==> src/rtl/roak_pkg.sv <==
package roak_pkg;
    localparam int LVL_W = 3;
    localparam int ID_W  = 8;
    localparam int NLEV  = (1 << LVL_W) - 1;

    typedef enum logic {
        SEL_LVL = 1'b0,
        SEL_ID  = 1'b1
    } reg_sel_e;

    typedef struct packed {
        logic             valid;
        logic             chain_in;
        logic [LVL_W-1:0] lvl;
    } ack_cycle_t;

    function automatic logic [NLEV-1:0] lvl_to_irq_n(input logic [LVL_W-1:0] l);
        logic [NLEV-1:0] r;
        r = '1;
        if (l != '0) r[l - 1'b1] = 1'b0;
        return r;
    endfunction
endpackage

==> src/rtl/roak_regs.sv <==
module roak_regs
    import roak_pkg::*;
#(
    parameter int LW = LVL_W,
    parameter int IW = ID_W
) (
    input  logic          clk,
    input  logic          rst,
    input  logic          wr,
    input  reg_sel_e      sel,
    input  logic [IW-1:0] wdata,
    input  logic          clr,
    output logic [LW-1:0] lvl,
    output logic [IW-1:0] id
);
    always_ff @(posedge clk) begin
        if (rst) begin
            lvl <= '0;
            id  <= '0;
        end else begin
            if (wr && sel == SEL_ID) id <= wdata;
            // a software write wins over the self-clear
            if (wr && sel == SEL_LVL) lvl <= wdata[LW-1:0];
            else if (clr)             lvl <= '0;
        end
    end
endmodule

==> src/rtl/roak_ack.sv <==
module roak_ack
    import roak_pkg::*;
#(
    parameter int IW = ID_W
) (
    input  logic             clk,
    input  logic             rst,
    input  ack_cycle_t       cyc,
    input  logic [LVL_W-1:0] lvl,
    input  logic [IW-1:0]    id,
    output logic             clr,
    output logic             chain_out,
    output logic             dtack,
    output logic [IW-1:0]    ack_data
);
    logic hit, owned;

    always_comb begin
        hit       = cyc.valid && cyc.chain_in && (lvl != '0) && (cyc.lvl == lvl);
        clr       = hit && !owned;
        chain_out = cyc.valid && cyc.chain_in && !hit && !owned;
    end

    always_ff @(posedge clk) begin
        if (rst) begin
            owned    <= 1'b0;
            dtack    <= 1'b0;
            ack_data <= '0;
        end else begin
            owned    <= cyc.valid ? (owned || hit) : 1'b0;
            dtack    <= clr;
            ack_data <= clr ? id : '0;
        end
    end
endmodule

==> src/rtl/roak_irq_drv.sv <==
module roak_irq_drv
    import roak_pkg::*;
(
    input  logic [LVL_W-1:0] lvl,
    output logic [NLEV-1:0]  irq_n
);
    for (genvar i = 0; i < NLEV; i++) begin : g_line
        assign irq_n[i] = (lvl != LVL_W'(i + 1));
    end
endmodule

==> src/rtl/roak_interrupter.sv <==
module roak_interrupter
    import roak_pkg::*;
(
    input  logic             clk,
    input  logic             rst,
    input  logic             cpu_wr,
    input  logic             cpu_sel,
    input  logic [ID_W-1:0]  cpu_wdata,
    output logic [ID_W-1:0]  cpu_rdata,
    output logic [NLEV-1:0]  irq_n,
    input  logic             iack,
    input  logic [LVL_W-1:0] iack_lvl,
    input  logic             iack_in,
    output logic             iack_out,
    output logic             dtack,
    output logic [ID_W-1:0]  ack_data
);
    logic [LVL_W-1:0] lvl;
    logic [ID_W-1:0]  id;
    logic             clr;
    reg_sel_e         sel;
    ack_cycle_t       cyc;

    assign sel = reg_sel_e'(cpu_sel);
    assign cyc = '{valid: iack, chain_in: iack_in, lvl: iack_lvl};

    roak_regs #(.LW(LVL_W), .IW(ID_W)) u_regs (
        .clk(clk), .rst(rst), .wr(cpu_wr), .sel(sel), .wdata(cpu_wdata),
        .clr(clr), .lvl(lvl), .id(id)
    );

    roak_ack #(.IW(ID_W)) u_ack (
        .clk(clk), .rst(rst), .cyc(cyc), .lvl(lvl), .id(id), .clr(clr),
        .chain_out(iack_out), .dtack(dtack), .ack_data(ack_data)
    );

    roak_irq_drv u_drv (.lvl(lvl), .irq_n(irq_n));

    always_comb begin
        if (sel == SEL_ID) cpu_rdata = id;
        else               cpu_rdata = {{(ID_W-LVL_W){1'b0}}, lvl};
    end
endmodule

==> config.mk <==
export PLATFORM = sky130hd
export DESIGN_NAME = roak_interrupter
export DESIGN_NICKNAME = d
export VERILOG_FILES = /design/src/rtl/roak_pkg.sv /design/src/rtl/roak_regs.sv /design/src/rtl/roak_ack.sv /design/src/rtl/roak_irq_drv.sv /design/src/rtl/roak_interrupter.sv
export SDC_FILE = /design/constraint.sdc
export NUM_CORES = 1
export LEC_CHECK = 0
export CORE_MARGIN = 4
export CORE_UTILIZATION = 37
export DETAILED_ROUTE_END_ITERATION = 7
export PLACE_DENSITY = 0.74
export SLEW_MARGIN = 20
export SYNTH_ARGS = -nofsm -noshare
export SYNTH_HDL_FRONTEND = slang
export SYNTH_HIERARCHICAL = 1
export SYNTH_SLANG_ARGS = --single-unit
==> constraint.sdc <==
create_clock -name clk -period 1.6 [get_ports clk]
set_clock_uncertainty 0.05 [all_clocks]
set_input_delay 0.16 -clock clk [delete_from_list [all_inputs] [get_ports clk]]
set_output_delay 0.16 -clock clk [all_outputs]
set_load 0.01 [all_outputs]
### Yosys cells after proc, flatten, opt, wreduce, memory -nomap -nowiden

Index checks and enable logic that the tools add are counted.

| storage, ports and cells | value |
|---|---|
| register bits | 21 |
| bits in latches | 0 |
| bits in writable memories | 0 |
| bits in read-only memories | 0 |
| output and inout port bits | 25 |
| word-level logic and storage cells | 34 |
| memories kept | 0 |

| operators by class | value |
|---|---|
| add/sub/neg operators | 0 |
| multipliers | 0 |
| div/mod/pow operators | 0 |
| $lt $le $gt $ge | 0 |
| equality and inequality tests | 8 |
| shift operators | 0 |
| muxes and demuxes | 3 |
| bitwise operators | 3 |
| reduce and logical (&&, ||, !) cells | 15 |

Operators by type and width:

| kind | count |
|---|---|
| $ne 3x3->1 const B | 4 |
| $logic_and 1x1->1 | 8 |
| $mux 8 | 1 |
| $mux 3 | 2 |
| $ne 3x2->1 const B | 2 |
| $reduce_or 2->1 | 2 |
| $eq 3x3->1 | 1 |
| $ne 3x1->1 const B | 1 |
| $not 1->1 | 3 |
| $reduce_bool 3->1 | 1 |
| $logic_not 1->1 | 2 |
| $reduce_bool 2->1 | 1 |
| $logic_or 1x1->1 | 1 |

### Depth between registers and ports, before layout

| depth | value |
|---|---|
| word-level depth | 6 |
| mapped depth | 6 |
| mapped depth without buffers | 5 |

### Modules after synthesis

The synthesis kept the hierarchy.

By module, submodules not included:

| module | instances | cells each | area each (sq um) |
|---|---|---|---|
| roak_ack | 1 | 45 | 456.7 |
| roak_regs | 1 | 50 | 427.9 |
| roak_interrupter | 1 | 8 | 71.3 |
| roak_irq_drv | 1 | 7 | 53.8 |

### Worst setup path before layout

No wires, ideal clock.

| timing path | value |
|---|---|
| kind | register to register |
| from | reg u_regs.lvl[0] |
| to | reg u_regs.lvl[0] |
| setup time | 132 ps |
| arrival time | 1433 ps |
| required time | 1418 ps |
| path slack | -15 ps |
| cell stages (with the launch flop) | 7 |
| cell sequence | dfxtp_1 xor2_1 or3_4 buf_6 nor3_1 nand3b_1 a21oi_1 |

| between the ends | value |
|---|---|
| longest elaborated chain between the ends | 5 |

Ends and longest elaborated chain:

| element | RTL line | source |
|---|---|---|
| start: declaration | roak_regs.sv:13 | `output logic [LW-1:0] lvl,` |
| start signal: assignment | roak_regs.sv:23 | `if (wr && sel == SEL_LVL) lvl <= wdata[LW-1:0];` |
| $reduce_bool 3->1 | roak_ack.sv:19 | `hit = cyc.valid && cyc.chain_in && (lvl != '0) && (cyc.lvl == lvl);` |
| $logic_and 1x1->1 | roak_ack.sv:19 |  |
| $logic_and 1x1->1 * | roak_ack.sv:19 |  |
| $logic_and 1x1->1 * | roak_ack.sv:20 | `clr = hit && !owned;` |
| via clr | roak_interrupter.sv:20 | `logic clr;` |
| $reduce_bool 2->1 (no line) * | -- |  |

Mark *: on every way through the listed nets, which the timed path passes. The rest lies on a longest branch.
A chain may end at the register's enable or synchronous reset.

### Worst setup path in the final report

| timing path | value |
|---|---|
| from | reg u_regs.lvl[0] |
| to | out iack_out |

| between the ends | value |
|---|---|
| longest elaborated chain between the ends | 6 |

Ends and longest elaborated chain:

| element | RTL line | source |
|---|---|---|
| $reduce_bool 3->1 | roak_ack.sv:19 |  |
| $logic_and 1x1->1 | roak_ack.sv:19 |  |
| $logic_and 1x1->1 * | roak_ack.sv:19 |  |
| $logic_not 1->1 * | roak_ack.sv:21 | `chain_out = cyc.valid && cyc.chain_in && !hit && !owned;` |
| $logic_and 1x1->1 * (2 in series) | roak_ack.sv:21 |  |
| end: declaration | roak_interrupter.sv:14 | `output logic iack_out,` |

Mark *: on every way between the ends. The rest lies on a longest branch, timed or not.

==> key figures <==
Outcome
  – Status: complete, but fails checks
  – Failing checks: negative setup slack

Synthesis
  – Post-Syn Nets: 127
  – Mux share of post-synthesis cell area: 3.35%
  – Yosys top cell area share: 41.6%
  – Main combinational cell family by area after synthesis: simple AND/OR/NAND/NOR gates
  – Synth top area cells: dfxtp_1 (42%), nor4_2 (7.4%), a21oi_1 (5.9%)
  – Syn Inst Count: 110
  – Synth warnings: 6
  – Yosys reg bits: 21
  – Simple-gate share of the synthesized area: 37.9%
  – Synth Area in XOR/XNOR: 1.73%
  – Adder-cell share of the synthesized area: 0%
  – Post-synthesis sequential area ratio: 41.6%
  – Cell taking the most area after synthesis: dfxtp_1
  – Mapped cell area: 0.00101 sq mm
  – Post-synthesis cell type count: 26
  – Synthesized area per cell: 9.18 sq um
  – Synth Area in Compound Gates: 7.56%

Place
  – Routability cong.: 0.724
  – IO buf count: 41
  – DP Wirelength: 1.94 mm

STA
  – Final-report max-slew violation count: 0
  – Final setup violating endpoints: 8
  – Post-route setup slack: -0.107 ns
  – Setup TNS: -0.444 ns
  – Slew @ Worst Pin: 0.360 ns
  – Min cycle time layout: 1.71 ns
  – Period utilization: 107%
  – Worst hold slack: 0.372 ns
  – Worst relative slew slack: 75.9%
  – F_max: 586 MHz
  – RSZ-0062 raised after global routing: yes
  – Final Hold Fails: 0

Critical path
  – CP Capture Type: output pin
  – CP Max Fanout: 3
  – Worst reg2reg startpoint: u_regs/lvl[0]
  – Critical path launch point type: register
  – Crit path from: u_regs/lvl[0]
  – Crit path kind: reg -> out
  – CP arrival: 1.50 ns
  – Crit path required time: 1.39 ns

Final layout
  – ANT cells: 0
  – Area delta synth->final: 63.1%
  – Nets: 187
  – Final core utilization: 64.7%
  – Layout cells sized above 1: 33.1%
  – Fillers: 220

Route
  – Vias per std cell: 4.93
  – Remaining DRCs: 0
  – Vias: 982
  – Antenna viol nets, final: 0
  – Iter 0 DRT Violations: 23
  – Pre-Repair DR Iteration Count: 5
  – WL final: 2.62 mm
  – Routed WL per cell: 13.2 um

GRT
  – Aggregate global routing overflow: 0
  – First-pass GRT wire length: 3.86 mm
  – Global Route Usage Sum: 14.3%
  – Largest net degree at the start of global routing: 14
  – Number of global-route vias before repair: 896
  – Initial antenna violation count: 0

Power
  – Maximum VDD drop: 0.399 mV
  – Leakage power: 0.638 nW
  – PD cells: 617 mW/mm^2

Die
  – Full die area: 0.00363 sq mm
  – Rows: 18
  – Chip width: 60.2 um
  – Initial core utilization: 39.7%
  – Die height: 60.2 um
  – # IOs: 42
  – Core footprint: 0.00254 sq mm

CTS
  – Sink Count: 21
  – CTS tree: done
  – Worst skew pair latency: 0.30 ns
  – Clock Root Buffer: clkbuf_4
  – H-tree depth: 1
  – Clk buf depth: 2
  – Num CTS Buffers: 3
  – Clock slew at reported path FFs: 0.12 ns
  – # hold bufs at CTS: 0

Run
  – Max_cap viols: 0

Min path
  – Type of the most critical hold path: in -> reg
  – Min-delay src: cpu_wdata[4]
[critical path: stages (launching register included)]
cell	delay [ns]
dfxtp_2	0.35
xor2_1	0.16
or3_4	0.37
o21a_1	0.18
buf_2	0.14
[cells in the final DEF, fill, tap and decap left out, types with 2 or more instances in the layout]
cell type	n
nor4_4	2
buf_6	2
clkdlybuf4s15_1	2
nor2_1	2
buf_12	2
a21oi_1	12
dfxtp_1	15
nand2_1	12
nand3b_1	7
buf_4	16
nor4_2	6
clkbuf_4	3
buf_2	3
or2_2	2
dlygate4sd2_1	7
nand3_1	9
mux2_2	3
inv_1	9
xor2_1	2
clkdlybuf4s50_1	28
and2_2	5
or3b_1	3
dfxtp_2	6
[path summary, 6_finish.rpt]
kind / cells after the start / slack [ns] / to
hold / removal: 3 / 0.37 / u_regs/id[4]
setup / recovery: 4 / -0.11 / iack_out
setup reg to reg: 7 / -0.05 / u_regs/lvl[1]
hold reg to reg: 2 / 0.43 / u_ack/ack_data[1]
[final cells by class]
| cell class | instances | area, sq um | area share [%] |
|---|---|---|---|
| multi-input combinational | 74 | 549 | 33.4 |
| inverter | 9 | 33.8 | 2.05 |
| clock buffer | 4 | 26.3 | 1.60 |
| tap | 30 | 37.5 | 2.28 |
| sequential | 21 | 428 | 26.0 |
| timing repair buffer | 61 | 572 | 34.7 |
[Yosys cell counts]
cell type / n
dfxtp_1: 21
a21oi_1: 12
nand2_1: 12
inv_1: 9
nand3_1: 9
nand3b_1: 7
nor4_2: 6
and2_2: 5
mux2_2: 3
or3b_1: 3
buf_4: 2
buf_6: 2
clkbuf_1: 2
nor2_1: 2
nor3_1: 2
or2_2: 2
xor2_1: 2
and2_1: 1
nand2_2: 1
nand2b_1: 1
nor2b_4: 1
nor4_1: 1
nor4_4: 1
o21a_1: 1
o41ai_1: 1
or3_4: 1
[kinds of logic (layout without fill, tap and decap cells)]
| logic type | Yosys count | count (layout) |
|---|---|---|
| and+or+nand+nor | 55 | 55 |
| DFF | 21 | 21 |
| buffers and inverters | 15 | 74 |
| AOI/OAI and AO/OA | 14 | 14 |
| muxes | 3 | 3 |
| xor gates and xnor gates | 2 | 2 |
[through the flow]
step | cells | cell area (sq um) | power [W] | setup slack [ns]
5_1_grt | 199 | 1650 | 0.00107 | -0.171
3_5_place_dp | 187 | 1510 | 0.000751 | -0.371
3_3_place_gp | 187 | 1510 | 0.000745 | -0.352
4_1_cts | 193 | 1540 | 0.00100 | -0.104
6_report | 199 | 1650 | 0.00102 | -0.107
2_1_floorplan | 110 | 1010 | 0.000651 | 0.0283
[flip-flops by register name, summed over array words and instances (netlist names)]
name            flops
u_ack/dtack         1
u_ack/owned         1
u_regs/lvl          3
u_ack/ack_data      8
u_regs/id           8
[report_power, final]
group | internal, W | switching, W
registers | 0.000537 | 0.0000103
clock network | 0.0000971 | 0.000156
logic | 0.000117 | 0.0000986
total | 0.000751 | 0.000265
[routing by layer]
layer  global-route usage (%)  wire length, um  share of wire, %  vias up
met1                     16.7             1110                42      462
met2                     24.8             1360                52       23
met4                     5.70               34               1.3        0
li1                         -                -                 -      493
met3                     3.46              119               4.5        4
met5                        0                0                 0        -
[repair_timing]
action | 4_1_cts | 5_1_grt
setup endpoints to repair | 19 | 12
gates resized for setup | 26 | 14
endpoints found under the hold margin | 0 | 0
setup buffers | 2 | 6
pin swaps | 1 | 2
Note: power is estimated with default switching activity, not from simulation.
